`src/rtl/pid_pkg.sv`:
```
package pid_pkg;
   // Per-period verdict and, reused, the declared mode (NONE = mono)
   typedef enum logic [1:0] {
      TONE_NONE   = 2'd0,
      TONE_STEREO = 2'd1,
      TONE_DUAL   = 2'd2
   } tone_e;
endpackage

```
`src/rtl/pid_tick_gen.sv`:
```
module pid_tick_gen #(
   parameter int TICK_DIV = 5
) (
   input  logic clk,
   input  logic rst_n,
   output logic tick_o
);
   generate
      if (TICK_DIV == 1) begin : g_direct
         assign tick_o = 1'b1;
      end else begin : g_div
         localparam int DW = $clog2(TICK_DIV);
         logic [DW-1:0] div_q;
         always_ff @(posedge clk or negedge rst_n) begin
            if (!rst_n)                          div_q <= '0;
            else if (div_q == DW'(TICK_DIV - 1)) div_q <= '0;
            else                                 div_q <= div_q + 1'b1;
         end
         assign tick_o = (div_q == DW'(TICK_DIV - 1));


         tick_range_chk: assert property (@(posedge clk) disable iff (!rst_n)
            div_q <= DW'(TICK_DIV - 1));
      end
   endgenerate
endmodule

```
`src/rtl/pid_crossing.sv`:
```
module pid_crossing #(
   parameter int USE_SAMPLES = 1,
   parameter int SAMPLE_W    = 12,
   parameter int MEAN_SHIFT  = 8
) (
   input  logic                clk,
   input  logic                rst_n,
   input  logic                enable,
   input  logic                stb_i,
   input  logic [SAMPLE_W-1:0] data_i,
   output logic                rise_o
);
   logic pos;
   logic prev_pos_q;

   generate
      if (USE_SAMPLES != 0) begin : g_mean
         localparam int AW = SAMPLE_W + MEAN_SHIFT;
         logic signed [AW-1:0] x_ext;
         logic signed [AW-1:0] acc_q;
         logic signed [AW-1:0] mean;

         assign x_ext = {{MEAN_SHIFT{data_i[SAMPLE_W-1]}}, data_i};
         assign mean  = acc_q >>> MEAN_SHIFT;
         assign pos   = (x_ext >= mean);

         // Leaky average: acc tracks mean << MEAN_SHIFT
         always_ff @(posedge clk or negedge rst_n) begin
            if (!rst_n)      acc_q <= '0;
            else if (!enable) acc_q <= '0;
            else if (stb_i)  acc_q <= acc_q + x_ext - mean;
         end
      end else begin : g_sign
         assign pos = ~data_i[SAMPLE_W-1];
      end
   endgenerate

   always_ff @(posedge clk or negedge rst_n) begin
      if (!rst_n)       prev_pos_q <= 1'b1;
      else if (!enable) prev_pos_q <= 1'b1;
      else if (stb_i)   prev_pos_q <= pos;
   end

   assign rise_o = enable & stb_i & pos & ~prev_pos_q;
endmodule

```
`src/rtl/pid_period_meter.sv`:
```
module pid_period_meter
   import pid_pkg::*;
#(
   parameter int CW   = 18,
   parameter int S_LO = 80920,
   parameter int S_HI = 89437,
   parameter int D_LO = 34658,
   parameter int D_HI = 38307,
   parameter int TMO  = 200000
) (
   input  logic  clk,
   input  logic  rst_n,
   input  logic  enable,
   input  logic  tick_i,
   input  logic  rise_i,
   output logic  vld_o,
   output tone_e kind_o
);
   logic [CW-1:0] cnt_q;
   logic          have_ref_q;
   tone_e         kind_q;
   logic          vld_q;
   tone_e         meas_kind;

   always_comb begin
      if (cnt_q >= CW'(S_LO) && cnt_q <= CW'(S_HI))      meas_kind = TONE_STEREO;
      else if (cnt_q >= CW'(D_LO) && cnt_q <= CW'(D_HI)) meas_kind = TONE_DUAL;
      else                                               meas_kind = TONE_NONE;
   end

   always_ff @(posedge clk or negedge rst_n) begin
      if (!rst_n) begin
         cnt_q      <= '0;
         have_ref_q <= 1'b0;
         vld_q      <= 1'b0;
         kind_q     <= TONE_NONE;
      end else if (!enable) begin
         cnt_q      <= '0;
         have_ref_q <= 1'b0;
         vld_q      <= 1'b0;
         kind_q     <= TONE_NONE;
      end else begin
         vld_q <= 1'b0;
         if (rise_i) begin
            if (have_ref_q) begin
               vld_q  <= 1'b1;
               kind_q <= meas_kind;
            end
            have_ref_q <= 1'b1;
            cnt_q      <= CW'(tick_i);
         end else if (cnt_q >= CW'(TMO)) begin
            vld_q      <= 1'b1;
            kind_q     <= TONE_NONE;
            have_ref_q <= 1'b0;
            cnt_q      <= '0;
         end else begin
            cnt_q <= cnt_q + CW'(tick_i);
         end
      end
   end

   assign vld_o  = vld_q;
   assign kind_o = kind_q;


   cnt_bound_chk: assert property (@(posedge clk) disable iff (!rst_n)
      cnt_q <= CW'(TMO));

   no_verdict_off_chk: assert property (@(posedge clk) disable iff (!rst_n)
      !enable |=> !vld_q);

   verdict_needs_ref_chk: assert property (@(posedge clk) disable iff (!rst_n)
      (vld_q && kind_q != TONE_NONE) |-> $past(have_ref_q));
endmodule

```
`src/rtl/pid_hysteresis.sv`:
```
module pid_hysteresis
   import pid_pkg::*;
#(
   parameter int CONFIRM = 8
) (
   input  logic  clk,
   input  logic  rst_n,
   input  logic  enable,
   input  logic  vld_i,
   input  tone_e kind_i,
   output logic  stereo_o,
   output logic  dual_o,
   output logic  valid_o
);
   localparam int RW = $clog2(CONFIRM + 1);

   tone_e         mode_q;
   tone_e         cand_q;
   logic [RW-1:0] run_q;
   logic          valid_q;
   logic [RW-1:0] nrun;

   always_comb begin
      if (mode_q == TONE_NONE) nrun = (kind_i == cand_q) ? run_q + 1'b1 : RW'(1);
      else                     nrun = run_q + 1'b1;
   end

   always_ff @(posedge clk or negedge rst_n) begin
      if (!rst_n) begin
         mode_q  <= TONE_NONE;
         cand_q  <= TONE_NONE;
         run_q   <= '0;
         valid_q <= 1'b0;
      end else if (!enable) begin
         mode_q  <= TONE_NONE;
         cand_q  <= TONE_NONE;
         run_q   <= '0;
         valid_q <= 1'b0;
      end else if (vld_i) begin
         valid_q <= 1'b1;
         if (mode_q == TONE_NONE) begin
            if (kind_i == TONE_NONE) begin
               run_q  <= '0;
               cand_q <= TONE_NONE;
            end else if (nrun == RW'(CONFIRM)) begin
               mode_q <= kind_i;
               run_q  <= '0;
               cand_q <= TONE_NONE;
            end else begin
               run_q  <= nrun;
               cand_q <= kind_i;
            end
         end else if (kind_i == mode_q) begin
            run_q <= '0;
         end else if (nrun == RW'(CONFIRM)) begin
            mode_q <= TONE_NONE;
            run_q  <= '0;
            cand_q <= TONE_NONE;
         end else begin
            run_q <= nrun;
         end
      end
   end

   assign stereo_o = (mode_q == TONE_STEREO);
   assign dual_o   = (mode_q == TONE_DUAL);
   assign valid_o  = valid_q;


   no_direct_sd_chk: assert property (@(posedge clk) disable iff (!rst_n)
      stereo_o |=> !dual_o);

   no_direct_ds_chk: assert property (@(posedge clk) disable iff (!rst_n)
      dual_o |=> !stereo_o);

   stereo_rise_chk: assert property (@(posedge clk) disable iff (!rst_n)
      $rose(stereo_o) |-> $past(vld_i && kind_i == TONE_STEREO));

   dual_rise_chk: assert property (@(posedge clk) disable iff (!rst_n)
      $rose(dual_o) |-> $past(vld_i && kind_i == TONE_DUAL));

   off_mono_chk: assert property (@(posedge clk) disable iff (!rst_n)
      !enable |=> (!stereo_o && !dual_o && !valid_o));

   valid_hold_chk: assert property (@(posedge clk) disable iff (!rst_n)
      (valid_o && enable) |=> valid_o);

   run_bound_chk: assert property (@(posedge clk) disable iff (!rst_n)
      run_q < RW'(CONFIRM));
endmodule

```
`src/rtl/pilot_id_classifier.sv`:
```
module pilot_id_classifier
   import pid_pkg::*;
#(
   parameter int USE_SAMPLES = 1,
   parameter int SAMPLE_W    = 12,
   parameter int MEAN_SHIFT  = 8,
   parameter int REF_HZ      = 10_000_000,
   parameter int TICK_DIV    = 5,
   parameter int STEREO_CHZ  = 11740,
   parameter int DUAL_CHZ    = 27410,
   parameter int TOL_PCT     = 5,
   parameter int CONFIRM     = 8,
   parameter int TIMEOUT_MS  = 20
) (
   input  logic                clk,
   input  logic                rst_n,
   input  logic                enable,
   input  logic                smp_stb,
   input  logic [SAMPLE_W-1:0] smp_data,
   output logic                stereo_o,
   output logic                dual_o,
   output logic                valid_o
);
   localparam int S_P  = (REF_HZ * 100 + STEREO_CHZ / 2) / STEREO_CHZ;
   localparam int D_P  = (REF_HZ * 100 + DUAL_CHZ / 2) / DUAL_CHZ;
   localparam int S_LO = S_P * (100 - TOL_PCT) / 100;
   localparam int S_HI = S_P * (100 + TOL_PCT) / 100;
   localparam int D_LO = D_P * (100 - TOL_PCT) / 100;
   localparam int D_HI = D_P * (100 + TOL_PCT) / 100;
   localparam int TMO  = (REF_HZ * TIMEOUT_MS) / 1000;
   localparam int CW   = $clog2(TMO + 1);

   generate
      if (TOL_PCT < 0 || TOL_PCT > 30) begin : g_bad_tol
         $error("TOL_PCT out of range");
      end
      if (CONFIRM < 1) begin : g_bad_confirm
         $error("CONFIRM must be at least 1");
      end
      if (D_HI >= S_LO) begin : g_bad_overlap
         $error("stereo and dual windows overlap");
      end
      if (TMO <= S_HI) begin : g_bad_tmo
         $error("timeout shorter than stereo window");
      end
      if (TICK_DIV < 1 || SAMPLE_W < 1) begin : g_bad_div
         $error("TICK_DIV and SAMPLE_W must be positive");
      end
   endgenerate

   logic  tick;
   logic  rise;
   logic  vld;
   tone_e kind;

   pid_tick_gen #(.TICK_DIV(TICK_DIV)) u_tick (
      .clk    (clk),
      .rst_n  (rst_n),
      .tick_o (tick)
   );

   pid_crossing #(
      .USE_SAMPLES (USE_SAMPLES),
      .SAMPLE_W    (SAMPLE_W),
      .MEAN_SHIFT  (MEAN_SHIFT)
   ) u_cross (
      .clk    (clk),
      .rst_n  (rst_n),
      .enable (enable),
      .stb_i  (smp_stb),
      .data_i (smp_data),
      .rise_o (rise)
   );

   pid_period_meter #(
      .CW   (CW),
      .S_LO (S_LO),
      .S_HI (S_HI),
      .D_LO (D_LO),
      .D_HI (D_HI),
      .TMO  (TMO)
   ) u_meter (
      .clk    (clk),
      .rst_n  (rst_n),
      .enable (enable),
      .tick_i (tick),
      .rise_i (rise),
      .vld_o  (vld),
      .kind_o (kind)
   );

   pid_hysteresis #(.CONFIRM(CONFIRM)) u_hyst (
      .clk      (clk),
      .rst_n    (rst_n),
      .enable   (enable),
      .vld_i    (vld),
      .kind_i   (kind),
      .stereo_o (stereo_o),
      .dual_o   (dual_o),
      .valid_o  (valid_o)
   );
endmodule

```
`config.mk`:
```
export PLATFORM = sky130hd
export DESIGN_NAME = pilot_id_classifier
export DESIGN_NICKNAME = d
export VERILOG_FILES = /design/src/rtl/pid_pkg.sv /design/src/rtl/pid_tick_gen.sv /design/src/rtl/pid_crossing.sv /design/src/rtl/pid_period_meter.sv /design/src/rtl/pid_hysteresis.sv /design/src/rtl/pilot_id_classifier.sv
export SDC_FILE = /design/constraint.sdc
export NUM_CORES = 1
export LEC_CHECK = 0
export CORE_ASPECT_RATIO = 0.5
export CORE_UTILIZATION = 50
export DETAILED_ROUTE_END_ITERATION = 8
export DONT_BUFFER_PORTS = 1
export SYNTH_ARGS = -nofsm -noshare
export SYNTH_HDL_FRONTEND = slang
export SYNTH_SLANG_ARGS = --single-unit
```
`constraint.sdc`:
```
create_clock -name clk -period 3.89 [get_ports clk]
set_clock_uncertainty 0.2 [all_clocks]
set_input_delay 0.389 -clock clk [delete_from_list [all_inputs] [get_ports clk]]
set_output_delay 0.389 -clock clk [all_outputs]
set_load 0.05 [all_outputs]
```
==> results by stage, run 1 <==
Logic synthesis:
- The compound-gate portion of the synthesized area is 14.8%.
- After synthesis, the largest family of logic cells by area is adder cells.
- The most used flip-flop cell after synthesis is dfrtp_1.
- The number of synthesized register bits is 55.
- In this run, synthesis inferred 0 flip-flops with an integrated enable.
- Of the total synthesized cell area, the portion taken by AND, OR, NAND and NOR gates is 18.0%.
- The synthesized net count is 590.
- After technology mapping, the gate count stands at 518.
- The portion of synthesized area spent on multiplexers is under 10%.
- Averaged over all synthesized cells, the footprint is 8.80 µm².
- The share of synthesized flip-flops with an asynchronous set or reset is 100%.
- The share of the Yosys chip area taken by registers is between 30% and 40%.
- The synthesized netlist occupies a cell area of 4560 µm².
- The number of library cell types mapped by synthesis is 55.
- Summed over its instances, the top area cell type makes up 29.6% of the synthesized netlist area.
- The arithmetic-cell share of the synthesized area counting full adders, half adders and majority gates is 18.5%.
- The Yosys step of the flow raised 0 warnings.
- Ranked by total cell area, the synthesized netlist is headed by dfrtp_1 30%, ha_1 10%, fa_1 8.3%.
- The parity-gate share of the synthesized area counting xor and xnor cells is 7.11%.
- The cell type with the highest aggregate area in the netlist is dfrtp_1.

Flow run:
- The count of maximum capacitance violations is 0.

Power:
- Total power for the finished layout comes to roughly 3.2 mW.
- Dividing total power by cell area gives a power density of 656 nW/µm².
- The peak ir drop on the vdd network is between 0.3 and 0.4 mV.
- The analysis attributes to cell leakage a power of roughly 2.3 nW.

Place:
- The instance area at placement is 4660 µm².
- The HPWL reported at the end of detailed placement is 6740 µm.
- The cell count after placement is about 620.
- The number of port buffers is 0.
- The final weighted congestion in routability-driven placement is 0.811.
- Before CTS, the worst setup slack after placement is between 600 and 700 ps.

CTS:
- The largest buffer count on any clock path is 2.
- The number of setup buffers added after CTS is 0.
- The TritonCTS clock tree is yes.
- TritonCTS created 5 clock buffers.
- CTS placed an instance of clkbuf_16 at the clock tree root.
- The tree built by TritonCTS fans out to 55 sinks.
- The clock edge transition at the registers on the reported setup and hold paths is 80 ps.
- Gates resized during post-CTS repair numbered 0.
- The number of hold buffers added after CTS was 3.
- Clock latency on the worst-skew pair, taken at its later pin, is 300 ps.
- The number of H-tree branching levels is 2.

Drt:
- The remaining antenna violation count is 0.
- The initial DRC count is between 150 and 200.
- The total detailed-routing wirelength is around 9100 µm.
- The average wire per standard cell is 14.3 µm.
- Dividing the detail-routed via count by the number of cells gives 5.15.
- The length of the first detailed-routing pass in iterations is 4.
- The final routed DRC violation total is 0.
- The routed layout has between 3000 and 4000 vias.

STA:
- The setup total negative slack is 0 ps.
- At the pin with the least slew margin, the transition time is 934 ps.
- The post-route minimum period is 3140 ps.
- Setup repair after global routing left no endpoint under its margin.
- The final hold violation count came to 0.
- The worst setup slack after layout is about 750 ps.
- Static timing analysis puts the maximum clock frequency at about 320 MHz.
- The worst-case headroom to the max-slew limit is 37.6%.
- The final-report max-slew violation count is 0.
- The count of endpoints failing setup in the final report is 0.
- The post-route fraction of the period consumed by the critical path is 80.8%.
- The worst-case hold slack is 12.8 ps.

Worst setup path:
- The critical path launch point type is a flop.
- The biggest fanout along the worst timing path is 4.
- STA puts the critical path data required time at about 3900 ps.
- The category of the most critical setup path is flop to flop.
- The sort of element at the end of the critical path is a flop.
- For the worst setup path, the data arrival time is 3120 ps.

GRT:
- The initial antenna violation count is 0.
- The global-route usage over all layers is a little over a fifth.
- The number of global-route vias before repair is 3360.
- The pin count of the biggest net entering global routing is 56.
- The first global-routing pass estimated about 16000 µm of wire.
- The leftover overflow at the end of global routing is 0.

Layout:
- The multi-input combinational cell area is around 2800 µm².
- Leaving out fill and tap cells, the most frequent cell in the layout is inv_1.
- The synthesis-to-finish area growth is 6.61%.
- The antenna diode instance count is 0.
- The post-layout instance count excluding filler cells is 633.
- The post-route netlist has 4.65% of its cells at a drive strength greater than 1.
- Measured on the finished design, the core utilization comes to a little under three fifths.
- With fillers left out, the area of the finished cells amounts to about 4900 µm².
- The top cell types in the final layout, fill and taps aside, are 80 x inv_1, 54 x dfrtp_1, 44 x nor2_1.
- The sequential cell area is 1380 µm².
- In the final design database the tool counted 587 nets.
- The layout has 830 filler cells.

Status:
- The flow ran to the end, and the final reports show no timing, DRC or antenna violations.

Die:
- In this run the count of I/O pins placed on the die edge is 19.
- Once the floorplan was initialized, standard cells occupied between 50 and 60% of the core.
- The floorplan step defined a die boundary enclosing around 9500 µm².
- The total area inside the core boundary comes to 8770 µm².
- The die is 137 µm wide.
- The die height is about 70 µm.
- The initialized floorplan defines 24 standard-cell rows.

Min path:
- The path class of the tightest hold or removal check is primary input to flop.
-- final timing paths --
path,start,endpoint,slack (ps),cells past startpoint
worst max-delay path,u_cross.g_mean.acc_q[8]$_DFFE_PN0P_,u_cross.g_mean.acc_q[18]$_DFFE_PN0P_,750,12
worst min-delay path,enable,u_cross.g_mean.acc_q[1]$_DFFE_PN0P_,10,1
worst max register to register,u_cross.g_mean.acc_q[8]$_DFFE_PN0P_,u_cross.g_mean.acc_q[18]$_DFFE_PN0P_,750,12
worst min register to register,u_tick.g_div.div_q[0]$_DFF_PN0_,u_tick.g_div.div_q[0]$_DFF_PN0_,260,1
max in group asynchronous,rst_n,u_cross.prev_pos_q$_DFFE_PN1P_,2790,2
min in group asynchronous,rst_n,u_cross.g_mean.acc_q[13]$_DFFE_PN0P_,400,2
-- worst max-delay path, cell delays in order, from the launching register on --
cell	delay (ps)
dfrtp_1	400
ha_1	270
inv_1	60
ha_1	190
inv_1	70
fa_1	380
nand2b_1	190
a21oi_1	300
o2111ai_1	200
nand4_1	140
a41oi_1	180
o21ai_0	290
o211ai_1	140
-- state kept, by name, summed over array words and instances (netlist names) --
name                  cells
u_meter.vld_o             1
u_hyst.valid_o            1
u_hyst.mode_q             2
u_meter.have_ref_q        1
u_cross.g_mean.acc_q     20
u_cross.prev_pos_q        1
u_hyst.cand_q             2
u_meter.kind_o            2
u_meter.cnt_q            18
u_hyst.run_q              4
u_tick.g_div.div_q        3
-- synthesized netlist by cell type (3+ instances only) --
library cell,count
fa_1,19
nand3b_1,4
nand2b_1,8
clkbuf_1,11
ha_1,37
o211ai_1,3
mux2i_1,14
nand2_1,41
nand3_1,16
nand4_1,6
a21oi_1,26
nor3b_1,3
dfrtp_1,54
o21bai_1,6
a22o_1,6
and3_1,6
xor2_1,16
nor4_1,4
xnor2_1,21
a21o_1,6
o21ai_0,23
a211oi_1,3
and2_1,7
o21a_1,3
nor2_1,44
nor2b_1,18
inv_1,80
-- kinds of logic after synthesis --
| family | count (synthesis) |
|---|---|
| AND/OR/NAND/NOR | 164 |
| XOR/XNOR | 37 |
| multiplexers | 15 |
| adder cells (fa/ha/maj) | 56 |
| AO/OA/AOI/OAI | 96 |
| flip-flops | 55 |
| buffers and inverters | 95 |
-- routing by layer --
layer	GRT usage (%)	wire length, µm	vias up	share of wire [%]
met2	34.8	4100	29	45
met5	0	0	-	0
li1	-	-	1712	-
met4	4.40	65	0	0.72
met1	29.9	4680	1514	52
met3	3.80	209	5	2.3
-- area by class of cell --
type | instances | area share [%]
inverter | 80 | 6.18
tap | 117 | 3.01
sequential | 55 | 28.3
clock buffer | 6 | 2.86
multi-input combinational | 368 | 57.9
timing repair buffer | 5 | 1.29
clock inverter | 2 | 0.412
-- power by group --
part | leakage [nW] | internal, mW | total, mW | switching, mW
clock network | 0.0790 | 0.263 | 0.495 | 0.232
registers | 0.746 | 0.645 | 0.706 | 0.0617
logic | 1.52 | 0.872 | 1.99 | 1.11
total | 2.34 | 1.78 | 3.19 | 1.41
No activity file was read; power rests on OpenSTA's default activity.
==> run 2, diff against run 1 <==
PLACE_DENSITY = 0.68   (was default)
clock period = 2.6 ns   (was 3.89 ns; I/O delays follow)
==> run 2 against run 1 <==
  * The run now ends with negative hold slack, negative setup slack left
  * First-iteration DRC count rose by 22%
  * Hold slack worse by 28 ps
  * Combinational power grew 140%
  * Largest power group unchanged
==> results by stage, run 2 (synthesis results as in run 1) <==
Worst setup path:
- The worst reg2reg path startpoint was u_cross.g_mean.acc_q[9]$_DFFE_PN0P_ (was u_cross.g_mean.acc_q[8]$_DFFE_PN0P_).
- The worst setup path startpoint is u_cross.g_mean.acc_q[9]$_DFFE_PN0P_ (was u_cross.g_mean.acc_q[8]$_DFFE_PN0P_).
- The internal reg-to-reg setup slack is -290 ps (was 750 ps).
- The category of the most critical setup path is flop to flop (unchanged).
- The biggest fanout along the worst timing path is 3 (was 4).
- The data required time of the worst path is 2630 ps (was 3870 ps).
- The critical path data arrival time was 2920 ps (was 3120 ps).
- The critical path launch point type is a flop (unchanged).
- The sort of element at the end of the critical path is a flop (unchanged).

Layout:
- The register name with the most flops is u_cross.g_mean.acc_q (unchanged).
- The post-layout instance count excluding filler cells was 700 (was 633).
- Largest registers in the final layout: u_cross.g_mean.acc_q x20, u_meter.cnt_q x18, u_hyst.run_q x4 (unchanged).
- The flip-flop count of the largest register after layout is 20 (unchanged).
- The fraction of layout cells with a size suffix above 1 is 24.2% (was 4.65%).
- The synthesis-to-finish area growth was 26.3% (was 6.61%).
- The most frequent standard cell in the layout excluding fill and tap cells is inv_1 (unchanged).
- The count of filler cells inserted in the layout is 713 (was 830).
- The antenna diode instance count came to 0 (unchanged).
- The number of nets in the finished design is 654 (was 587).
- Highest-count cells in the layout ignoring fill and taps: 73 x inv_1, 58 x buf_4, 54 x dfrtp_1 (was 80 x inv_1, 54 x dfrtp_1, 44 x nor2_1).

CTS:
- The number of H-tree branching levels is 2 (unchanged).
- The largest buffer count on any clock path is 2 (unchanged).
- The TritonCTS clock tree is yes (unchanged).
- The root buffer selected by CTS is clkbuf_16 (unchanged).
- The clock sink count was 55 (unchanged).
- The clock edge transition at the registers on the reported setup and hold paths was 80 ps (about the same).
- The number of buffers inserted during clock tree synthesis came to 5 (unchanged).
- The clock latency on the worst-skew pair is 310 ps (was 300 ps).

Die:
- The number of placed I/O pins is 19 (unchanged).
- The die outline area is 9530 µm² (unchanged).
- The die height is 69.5 µm (unchanged).
- The die width was 137 µm (unchanged).
- The starting density of the core is 52.0% (unchanged).
- The row count was 24 (unchanged).
- The core outline area is 8770 µm² (unchanged).

Drt:
- The initial DRC count is 208 (was 171).
- The via count was 3707 (was 3260).
- The average wire per standard cell is 15.0 µm (was 14.3 µm).
- The total detailed-routing wirelength is 10500 µm (was 9060 µm).
- The detail-routed via count per cell came to 5.30 (was 5.15).
- The final routed DRC violation total is 0 (unchanged).
- The length of the first detailed-routing pass in iterations is 4 (unchanged).
- The remaining antenna violation count came to 0 (unchanged).

Min path:
- The type of the most critical hold path is primary input to flop (unchanged).
- The critical hold path startpoint is smp_stb (was enable).

STA:
- The post-route minimum period is 2890 ps (was 3140 ps).
- The count of endpoints failing setup in the final report is 32 (was 0).
- The worst-case hold slack is -15.5 ps (was 12.8 ps).
- The slew of the pin with the lowest slew margin is 1070 ps (was 934 ps).
- Unrepaired setup endpoints after global routing: true (was false).
- The worst setup slack after layout came to -292 ps (was 749 ps).
- The worst-case headroom to the max-slew limit is 28.8% (was 37.6%).
- The final-report max-slew violation count is 0 (unchanged).
- The post-route fraction of the period consumed by the critical path is 111% (was 80.8%).
- The achievable clock frequency came to 346 MHz (was 318 MHz).
- The final hold violation count came to 3 (was 0).

GRT:
- The pin count of the biggest net entering global routing is 56 (unchanged).
- The number of global-route vias before repair is 3770 (was 3360).
- The initial antenna violation count came to 0 (unchanged).
- The first-pass GRT wire length is 17400 µm (was 15700 µm).
- The leftover overflow at the end of global routing is 0 (unchanged).
- The global-route usage over all layers is 23.5% (was 21.4%).

Place:
- The HPWL reported at the end of detailed placement is 7200 µm (was 6740 µm).
- The number of port buffers was 0 (unchanged).
- The final weighted congestion in routability-driven placement was 0.885 (was 0.811).
- The cell count after placement is 672 (was 622).

Power:
- The leakage power is 2.72 nW (was 2.34 nW).
- The peak ir drop on the vdd network is 0.955 mV (was 0.362 mV).
- The total power density per cell area is 1150 nW/µm² (was 656 nW/µm²).

Flow run:
- The count of maximum capacitance violations is 0 (unchanged).

Status:
- Result of the run: finished with violations (was finished clean).
- The checks that failed: negative hold slack, negative setup slack.
[run 2: cell types whose count changed in the layout (fill, tap and decap cells not counted), moves of 10 or more]
cell / delta
o21ai_0: -13
buf_4: +56
ha_4: +10
ha_1: -12
a21oi_2: +11
a21oi_1: -14
[run 2: layout make-up]
| cell class | instances | area, µm² | share of cell area, % |
|---|---|---|---|
| multi-input combinational | 368 | 3180 | 55.2 |
| inverter | 80 | 304 | 5.28 |
| sequential | 55 | 1380 | 23.9 |
| timing repair buffer | 72 | 598 | 10.4 |
| clock buffer | 6 | 139 | 2.41 |
| tap | 117 | 146 | 2.54 |
| clock inverter | 2 | 17.5 | 0.304 |
[run 2: per-stage QoR]
| stage | setup WS (ps) | util, % | TNS (ps) | power (mW) | cell area [µm²] |
|---|---|---|---|---|---|
| after floorplan | -79.2 | - | -233 | 3.75 | 4680 |
| after global placement | -274 | 58.8 | -2220 | 4.84 | 5150 |
| after detailed placement | -318 | 58.8 | -2790 | 4.92 | 5150 |
| after CTS | -248 | 63.6 | -2070 | 6.13 | 5580 |
| after global routing | -437 | 65.7 | -8050 | 7.19 | 5760 |
| final | -292 | 65.7 | -3930 | 6.61 | 5760 |
[run 2: timing repair]
action | in CTS | in global routing
buffers inserted | 5 | 8
hold endpoints to repair | 78 | 14
pin swaps | 18 | 26
gates resized for setup | 29 | 29
cloned | 0 | 0
hold buffers | 9 | 2
endpoints found under the setup margin | 17 | 38
[run 2: worst max-delay path, cell delays in order (launching register included)]
cell      delay (ps)
dfrtp_1          410
fa_1             550
inv_2             70
ha_4             230
a211oi_4         230
o21bai_2         110
o211ai_1         260
nand3_1          170
nand2_2          120
o21ai_2           70
mux2i_1          180
mux2i_1          210
[run 2: metal layers]
metal	GRT usage, %	part of all wire, %	routed length (µm)
met5	0	0	0
met2	38.9	48	5000
met3	4.46	4.1	426
met4	5.49	0.90	95
met1	31.9	47	4990
[run 2: worst paths after layout]
check	end	depth (start not counted)
setup / recovery	u_cross.g_mean.acc_q[19]$_DFFE_PN0P_	11
hold / removal	u_cross.g_mean.acc_q[12]$_DFFE_PN0P_	2
setup reg to reg	u_cross.g_mean.acc_q[19]$_DFFE_PN0P_	11
hold reg to reg	u_tick.g_div.div_q[0]$_DFF_PN0_	1
max in group asynchronous	u_cross.prev_pos_q$_DFFE_PN1P_	2
min in group asynchronous	u_cross.g_mean.acc_q[5]$_DFFE_PN0P_	2
[run 2: where the power goes]
group	internal [mW]	switching (mW)
Sequential	0.965	0.0834
Combinational	2.45	2.37
Clock	0.392	0.347
Total	3.81	2.80
